<file path="src/rtl/rpn_pkg.sv">
package rpn_pkg;
  typedef enum logic [1:0] {TK_NUM = 2'd0, TK_OP = 2'd1, TK_END = 2'd2, TK_NOP = 2'd3} tok_kind_e;
  typedef enum logic [1:0] {OP_ADD = 2'd0, OP_SUB = 2'd1, OP_MUL = 2'd2, OP_ZERO = 2'd3} op_e;
  typedef enum logic {ST_IDLE = 1'b0, ST_EXEC = 1'b1} ctrl_st_e;
endpackage

</file>
<file path="src/rtl/rpn_alu.sv">
module rpn_alu
  import rpn_pkg::*;
#(
  parameter int unsigned DW = 16
) (
  input  op_e           op_i,
  input  logic [DW-1:0] lhs_i,
  input  logic [DW-1:0] rhs_i,
  output logic [DW-1:0] res_o
);
  always_comb begin
    unique case (op_i)
      OP_ADD:  res_o = lhs_i + rhs_i;
      OP_SUB:  res_o = lhs_i - rhs_i;
      OP_MUL:  res_o = lhs_i * rhs_i;  // low DW bits only
      default: res_o = '0;
    endcase
  end
endmodule

</file>
<file path="src/rtl/rpn_stack.sv">
// DEPTH must be a power of two: sp_q wraps to 0 on the last push and full_q tells full from empty.
module rpn_stack #(
  parameter int unsigned DW    = 16,
  parameter int unsigned DEPTH = 64
) (
  input  logic          clk_i,
  input  logic          rst_ni,
  input  logic          push_i,
  input  logic [DW-1:0] push_data_i,
  input  logic          fold_i,
  input  logic [DW-1:0] fold_data_i,
  input  logic          clr_i,
  output logic [DW-1:0] top_o,
  output logic [DW-1:0] below_o,
  output logic          empty_o,
  output logic          full_o,
  output logic          one_o,
  output logic          two_o
);
  localparam int unsigned PW = $clog2(DEPTH);

  logic [PW-1:0] sp_q;
  logic          full_q;
  logic [DW-1:0] mem_q [DEPTH];
  logic [PW-1:0] top_idx, below_idx;

  assign top_idx   = sp_q - PW'(1);
  assign below_idx = sp_q - PW'(2);
  assign top_o     = mem_q[top_idx];
  assign below_o   = mem_q[below_idx];
  assign full_o    = full_q;
  assign empty_o   = (sp_q == '0) && !full_q;
  assign one_o     = (sp_q == PW'(1)) && !full_q;
  assign two_o     = full_q || (sp_q >= PW'(2));

  always_ff @(posedge clk_i or negedge rst_ni) begin
    if (!rst_ni) begin
      sp_q   <= '0;
      full_q <= 1'b0;
    end else if (clr_i) begin
      sp_q   <= '0;
      full_q <= 1'b0;
    end else if (push_i) begin
      sp_q   <= sp_q + PW'(1);
      full_q <= (sp_q == PW'(DEPTH - 1));
    end else if (fold_i) begin
      sp_q   <= sp_q - PW'(1);
      full_q <= 1'b0;
    end
  end

  always_ff @(posedge clk_i) begin
    if (push_i)      mem_q[sp_q]      <= push_data_i;
    else if (fold_i) mem_q[below_idx] <= fold_data_i;
  end

  assert_no_overflow_R3: assert property (@(posedge clk_i) disable iff (!rst_ni)
    push_i |-> !full_q);
  assert_fold_needs_two_R5: assert property (@(posedge clk_i) disable iff (!rst_ni)
    fold_i |-> two_o);
  assert_flags_exclusive_R7: assert property (@(posedge clk_i) disable iff (!rst_ni)
    !(empty_o && full_o));
  assert_one_command_R1: assert property (@(posedge clk_i) disable iff (!rst_ni)
    $onehot0({push_i, fold_i, clr_i}));
endmodule

</file>
<file path="src/rtl/rpn_ctrl.sv">
module rpn_ctrl
  import rpn_pkg::*;
#(
  parameter int unsigned DW = 16
) (
  input  logic          clk_i,
  input  logic          rst_ni,
  input  logic          tok_valid_i,
  output logic          tok_ready_o,
  input  tok_kind_e     kind_i,
  input  op_e           op_i,
  input  logic [DW-1:0] data_i,
  input  logic [DW-1:0] top_i,
  input  logic [DW-1:0] below_i,
  input  logic          empty_i,
  input  logic          full_i,
  input  logic          one_i,
  input  logic          two_i,
  output logic          push_o,
  output logic [DW-1:0] push_data_o,
  output logic          fold_o,
  output logic          clr_o,
  output op_e           alu_op_o,
  output logic [DW-1:0] lhs_o,
  output logic [DW-1:0] rhs_o,
  output logic          res_valid_o,
  output logic          res_err_o,
  output logic [DW-1:0] res_data_o,
  output logic          ovf_o,
  output logic          udf_o
);
  ctrl_st_e st_q;
  logic     acc;

  assign tok_ready_o = (st_q == ST_IDLE);
  assign acc         = tok_valid_i && tok_ready_o;
  assign push_o      = acc && (kind_i == TK_NUM) && !full_i;
  assign push_data_o = data_i;
  assign fold_o      = (st_q == ST_EXEC);
  assign clr_o       = acc && (kind_i == TK_END);

  always_ff @(posedge clk_i or negedge rst_ni) begin
    if (!rst_ni) begin
      st_q        <= ST_IDLE;
      alu_op_o    <= OP_ADD;
      lhs_o       <= '0;
      rhs_o       <= '0;
      res_valid_o <= 1'b0;
      res_err_o   <= 1'b0;
      res_data_o  <= '0;
      ovf_o       <= 1'b0;
      udf_o       <= 1'b0;
    end else begin
      res_valid_o <= 1'b0;
      res_err_o   <= 1'b0;
      ovf_o       <= 1'b0;
      udf_o       <= 1'b0;
      if (st_q == ST_EXEC) begin
        st_q <= ST_IDLE;
      end else if (acc) begin
        unique case (kind_i)
          TK_NUM: if (full_i) ovf_o <= 1'b1;
          TK_OP: begin
            if (two_i) begin
              lhs_o    <= below_i;
              rhs_o    <= top_i;
              alu_op_o <= op_i;
              st_q     <= ST_EXEC;
            end else begin
              udf_o <= 1'b1;
            end
          end
          TK_END: begin
            res_valid_o <= 1'b1;
            res_err_o   <= !one_i;
            res_data_o  <= one_i ? top_i : '0;
          end
          default: ;
        endcase
      end
    end
  end

  assert_busy_one_cycle_R1: assert property (@(posedge clk_i) disable iff (!rst_ni)
    !tok_ready_o |=> tok_ready_o);
  assert_overflow_pulse_R3: assert property (@(posedge clk_i) disable iff (!rst_ni)
    (acc && kind_i == TK_NUM && full_i) |=> (ovf_o && full_i));
  assert_underflow_pulse_R5: assert property (@(posedge clk_i) disable iff (!rst_ni)
    (acc && kind_i == TK_OP && !two_i) |=> (udf_o && tok_ready_o && $stable(empty_i)));
  assert_end_clears_R6: assert property (@(posedge clk_i) disable iff (!rst_ni)
    (acc && kind_i == TK_END) |=> (empty_i && res_valid_o));
endmodule

</file>
<file path="src/rtl/rpn_eval.sv">
module rpn_eval
  import rpn_pkg::*;
#(
  parameter int unsigned DW    = 16,
  parameter int unsigned DEPTH = 64
) (
  input  logic          clk_i,
  input  logic          rst_ni,
  input  logic          tok_valid_i,
  output logic          tok_ready_o,
  input  logic [1:0]    tok_kind_i,
  input  logic [1:0]    tok_op_i,
  input  logic [DW-1:0] tok_data_i,
  output logic          res_valid_o,
  output logic          res_err_o,
  output logic [DW-1:0] res_data_o,
  output logic          ovf_o,
  output logic          udf_o,
  output logic          empty_o,
  output logic          full_o
);
  logic          push, fold, clr, one, two;
  logic [DW-1:0] push_data, top, below, lhs, rhs, alu_res;
  op_e           alu_op;

  rpn_stack #(.DW(DW), .DEPTH(DEPTH)) u_stack (
    .clk_i(clk_i), .rst_ni(rst_ni),
    .push_i(push), .push_data_i(push_data),
    .fold_i(fold), .fold_data_i(alu_res), .clr_i(clr),
    .top_o(top), .below_o(below),
    .empty_o(empty_o), .full_o(full_o), .one_o(one), .two_o(two)
  );

  rpn_ctrl #(.DW(DW)) u_ctrl (
    .clk_i(clk_i), .rst_ni(rst_ni),
    .tok_valid_i(tok_valid_i), .tok_ready_o(tok_ready_o),
    .kind_i(tok_kind_e'(tok_kind_i)), .op_i(op_e'(tok_op_i)), .data_i(tok_data_i),
    .top_i(top), .below_i(below),
    .empty_i(empty_o), .full_i(full_o), .one_i(one), .two_i(two),
    .push_o(push), .push_data_o(push_data), .fold_o(fold), .clr_o(clr),
    .alu_op_o(alu_op), .lhs_o(lhs), .rhs_o(rhs),
    .res_valid_o(res_valid_o), .res_err_o(res_err_o), .res_data_o(res_data_o),
    .ovf_o(ovf_o), .udf_o(udf_o)
  );

  rpn_alu #(.DW(DW)) u_alu (
    .op_i(alu_op), .lhs_i(lhs), .rhs_i(rhs), .res_o(alu_res)
  );

  assert_result_single_R6: assert property (@(posedge clk_i) disable iff (!rst_ni)
    (res_valid_o && res_err_o) |-> (res_data_o == '0));
endmodule

</file>
<file path="config.mk">
export PLATFORM = sky130hd
export DESIGN_NAME = rpn_eval
export DESIGN_NICKNAME = d
export VERILOG_FILES = /design/src/rtl/rpn_pkg.sv /design/src/rtl/rpn_alu.sv /design/src/rtl/rpn_stack.sv /design/src/rtl/rpn_ctrl.sv /design/src/rtl/rpn_eval.sv
export SDC_FILE = /design/constraint.sdc
export NUM_CORES = 2
export LEC_CHECK = 0
export BUFFER_PORTS_ARGS = -buffer_cell sky130_fd_sc_hd__buf_2
export CAP_MARGIN = 10
export CORE_AREA = 2 2 311 313
export DETAILED_ROUTE_END_ITERATION = 12
export DIE_AREA = 0 0 313 315
export GPL_TIMING_DRIVEN = 0
export PLACE_DENSITY = 0.77
export SKIP_CTS_REPAIR_TIMING = 1
export SYNTH_ARGS = -nofsm -noshare
export SYNTH_HDL_FRONTEND = slang
export SYNTH_SLANG_ARGS = --single-unit
</file>
<file path="constraint.sdc">
create_clock -name clk_i -period 7.8 [get_ports clk_i]
set_clock_uncertainty 0.2 [all_clocks]
set_input_delay 0.78 -clock clk_i [delete_from_list [all_inputs] [get_ports clk_i]]
set_output_delay 0.78 -clock clk_i [all_outputs]
set_load 0.05 [all_outputs]
</file>
==> flow_results.xml <==
<?xml version="1.0" encoding="UTF-8"?>
<metrics>
  <group name="synthesis">
    <metric name="ys.flop_type" unit="">sky130_fd_sc_hd__edfxtp_1</metric>
    <metric name="ys_seq_elements" unit="">1086</metric>
    <metric name="syn-cell-area" unit="um^2">54900</metric>
    <metric name="yosysSeqAreaShare" unit="%">58.8</metric>
    <metric name="synth_cell_types" unit="">62</metric>
    <metric name="syn-num-nets" unit="">3018</metric>
    <metric name="synth_enable_flop_cells" unit="">1024</metric>
    <metric name="synthesis.yosys.warnings" unit="">0</metric>
    <metric name="syn_avg_cell_area" unit="um^2">19.3</metric>
    <metric name="synth_async_sr_flop_share" unit="%">5.71</metric>
    <metric name="synthesis.instances" unit="">2840</metric>
  </group>
  <group name="critical_path">
    <metric name="crit_path_cell_trace" unit="">buf_2, buf_2, buf_2, buf_2, clkbuf_1, inv_1, ha_1, clkbuf_1, clkbuf_1, clkbuf_1, mux4_2, mux4_2, mux4_2, mux2_2</metric>
    <metric name="timing.critical_path.to_type" unit="">flip-flop</metric>
    <metric name="critical-path-top-delay-family" unit="">buffers and inverters</metric>
    <metric name="worst_ep_arrival_time" unit="ns">8.02</metric>
    <metric name="timing.critical_path.slowest_stage_cell" unit="">sky130_fd_sc_hd__clkbuf_1</metric>
    <metric name="criticalPathCategory" unit="">reg -&gt; reg</metric>
    <metric name="maximum_fanout_along_the_worst_path" unit="">10</metric>
    <metric name="worst_r2r_startpoint" unit="">u_stack.sp_q[0]</metric>
    <metric name="ff2ff_setup_slack" unit="ns">0.19</metric>
    <metric name="capture_instance_of_the_worst_register_to_register_path" unit="">u_ctrl.rhs_o[5]</metric>
    <metric name="crit_path_start_kind" unit="">flip-flop</metric>
    <metric name="worstSetupPathDepth" unit="">14</metric>
    <metric name="timing.critical_path.from" unit="">u_stack.sp_q[0]</metric>
    <metric name="r2r_cells" unit="">14</metric>
    <metric name="crit_required" unit="ns">8.21</metric>
    <metric name="largest_stage_delay_on_the_critical_path" unit="ns">1.06</metric>
    <metric name="setup.worst_path.end" unit="">u_ctrl.rhs_o[5]</metric>
    <metric name="critical_path_buf_inv_count" unit="">9</metric>
  </group>
  <group name="grt">
    <metric name="gr-usage-all-layers" unit="%">36.1</metric>
    <metric name="grt_overflow_total" unit="">0</metric>
    <metric name="number_of_antenna_violations_at_the_first_check_in_global_routing" unit="">16</metric>
    <metric name="grt_start_max_net_pins" unit="">65</metric>
    <metric name="global_route_wire_length_before_repair" unit="mm">246</metric>
    <metric name="met1_track_usage_gr" unit="%">46.6</metric>
    <metric name="global_route.peak_usage_layer" unit="">met2</metric>
    <metric name="gr-usage-met3" unit="%">12.2</metric>
    <metric name="grt.met2_usage" unit="%">54.7</metric>
    <metric name="vias_in_the_first_global_route" unit="">32700</metric>
  </group>
  <group name="floorplanning">
    <metric name="dieArea" unit="um^2">98600</metric>
    <metric name="rows" unit="">114</metric>
    <metric name="core_area" unit="um^2">95700</metric>
    <metric name="chipWidth" unit="um">313</metric>
    <metric name="start_util" unit="%">57.4</metric>
    <metric name="height_of_the_die" unit="um">315</metric>
    <metric name="boundaryPins" unit="">46</metric>
  </group>
  <group name="placed_design">
    <metric name="port_buffers" unit="">45</metric>
    <metric name="postPlaceCellArea" unit="um^2">58400</metric>
    <metric name="post-place-cells" unit="">4238</metric>
    <metric name="place.gp.congestion" unit="">1.04</metric>
    <metric name="dp_hpwl" unit="mm">127</metric>
  </group>
  <group name="timing">
    <metric name="final.period_utilization" unit="%">97.6</metric>
    <metric name="fmax" unit="GHz">0.131</metric>
    <metric name="finalSetupViolCount" unit="">0</metric>
    <metric name="max_slew_margin" unit="%">9.57</metric>
    <metric name="timing.final.crit_period" unit="ns">7.61</metric>
    <metric name="hold_viol_final" unit="">0</metric>
    <metric name="max_slew.worst_pin.slew" unit="ns">1.36</metric>
    <metric name="rsz0062_at_grt" unit="">false</metric>
    <metric name="slew_viol_final" unit="">0</metric>
  </group>
  <group name="cells_and_area">
    <metric name="layout.cells.most_common" unit="">sky130_fd_sc_hd__edfxtp_1</metric>
    <metric name="fill_cell_count" unit="">6323</metric>
    <metric name="area_added_between_synthesis_and_finish" unit="%">12.4</metric>
    <metric name="postLayoutCellArea" unit="um^2">61700</metric>
    <metric name="proportion_of_layout_cells_with_a_drive_suffix_above_1" unit="%">35.5</metric>
    <metric name="multiInputGateArea" unit="um^2">21600</metric>
    <metric name="regArea" unit="um^2">32300</metric>
    <metric name="layout.cells.most_common_list" unit="">1024 x sky130_fd_sc_hd__edfxtp_1, 672 x sky130_fd_sc_hd__mux4_2, 139 x sky130_fd_sc_hd__clkbuf_1</metric>
    <metric name="nNetsFinal" unit="">3254</metric>
    <metric name="stdcell_count" unit="">4439</metric>
  </group>
  <group name="clock_tree">
    <metric name="clkTransAtPathRegs" unit="ns">0.06</metric>
    <metric name="cts.path.max_buffers" unit="">3</metric>
    <metric name="htreeDepth" unit="">3</metric>
    <metric name="cts-buffers-inserted" unit="">107</metric>
    <metric name="clock_sink_count" unit="">1086</metric>
    <metric name="cts.root.buffer_cell" unit="">sky130_fd_sc_hd__clkbuf_16</metric>
    <metric name="clock_tree_from_tritoncts" unit="">done</metric>
    <metric name="worstSkewPairLatency" unit="ns">0.73</metric>
  </group>
  <group name="job">
    <metric name="timing.max_cap.violations" unit="">0</metric>
  </group>
  <group name="detailed_routing">
    <metric name="drc_errors" unit="">0</metric>
    <metric name="detailedRoute.firstIterationViolations" unit="">5068</metric>
    <metric name="route.detailed.wl_per_inst" unit="um">39.3</metric>
    <metric name="vias" unit="">33000</metric>
    <metric name="dr.pass1.iters" unit="">6</metric>
    <metric name="drtAntennaViolNets" unit="">0</metric>
    <metric name="routed_via_density" unit="">7.44</metric>
    <metric name="totalWireLength" unit="mm">174</metric>
  </group>
  <group name="worst_hold_path">
    <metric name="min_path_cells" unit="">3</metric>
    <metric name="hold_class" unit="">in -&gt; reg</metric>
  </group>
  <group name="run_status">
    <metric name="run_status" unit="">finished, final reports clean</metric>
  </group>
</metrics>
[per-stage QoR]
step | hold slack, ns | util [%] | setup WS [ns] | TNS (ns)
2_1_floorplan | 0.284 | - | 0.327 | 0
3_3_place_gp | 0.284 | 59.3 | -3.39 | -1522.67
3_5_place_dp | 0.292 | 61.0 | 0.309 | 0
4_1_cts | -0.195 | 64.4 | 0.285 | 0
5_1_grt | 0.0890 | 64.5 | 0.0348 | 0
6_report | 0.0728 | 64.5 | 0.189 | 0
[state kept, by name (all words and copies together) (netlist names), 2 cells and up]
name               cells
u_ctrl.alu_op_o        2
u_ctrl.lhs_o          16
u_ctrl.res_data_o     16
u_ctrl.rhs_o          16
u_stack.mem_q       1024
u_stack.sp_q           6
[worst register-to-register path: cells and delay by family, from the launching register on]
kind                     cells  cell delay, ns
multiplexers                 4            1.99
flip-flops                   1            0.40
buffers and inverters        9            4.56
adder cells (fa/ha/maj)      1            0.34
[cell families after synthesis]
family,Yosys count,synth area share (%)
adders and majority gates,155,4.64
and+or+nand+nor,367,3.08
DFF,1086,58.8
AOI/OAI and AO/OA,130,1.63
xor gates and xnor gates,68,1.11
muxes,707,28.3
buffers and inverters,327,2.43
[how the worst min path moves through the flow]
stage | startpoint | to | slack (ns)
3_3_place_gp | u_ctrl.res_data_o[3] | u_ctrl.res_data_o[3] | 0.28
5_1_grt | tok_op_i[0] | u_ctrl.alu_op_o[0] | 0.09
6_report | tok_op_i[1] | u_ctrl.alu_op_o[1] | 0.07
2_1_floorplan | rst_ni | u_ctrl.alu_op_o[0] | 0.28
4_1_cts | rst_ni | u_ctrl.res_data_o[9] | -0.20
3_5_place_dp | u_ctrl.res_data_o[0] | u_ctrl.res_data_o[0] | 0.29
[cell type report]
type | instances | share of cell area [%]
tap | 1276 | 2.59
sequential | 1086 | 52.3
timing repair buffer | 127 | 2.64
antenna | 5 | 0.0203
buffer | 198 | 1.38
clock buffer | 140 | 4.64
inverter | 129 | 0.785
clock inverter | 51 | 0.651
multi-input combinational | 1427 | 35.0
[routing by layer]
| metal | wire length (um) | share of wire [%] |
|---|---|---|
| met2 | 80400 | 46 |
| met5 | 161 | 0.092 |
| met1 | 57800 | 33 |
| met4 | 11400 | 6.5 |
| met3 | 24600 | 14 |
[Yosys cell counts (all sizes together) (2+ instances only)]
cell type  number  area, um^2
a311oi          2        17.5
a22o           16         140
xor2           16         140
buf            87         433
a21oi          35         175
o21ai          17        85.1
a22oi           8        60.1
mux2i           2        20.0
nor3           14        70.1
mux4          672       15100
nand3          10        50.1
xnor2          51         447
clkbuf        111         417
mux2           33         372
or4             2        15.0
o21bai          2        15.0
nand2         117         439
dfrtp          62        1550
o22ai           2        12.5
a21o            3        22.5
nor2b           4        25.0
a32oi           2        17.5
ha             74         926
nor4            5        31.3
o41ai           3        26.3
nand2b          8        50.1
a211oi          4        30.0
o21a           12        90.1
and2           69         432
o32ai           2        17.5
inv           129         484
nor2          120         450
or2             2        12.5
nand3b          3        22.5
o31ai           7        52.6
edfxtp       1024       30700
or3             4        25.0
and3            3        18.8
fa             81        1620
o221ai          2        17.5
a31oi           2        12.5
Power is left out: the tool's default activity adds up to more than one toggle a clock period on the data nets, which glitch-free logic cannot reach.
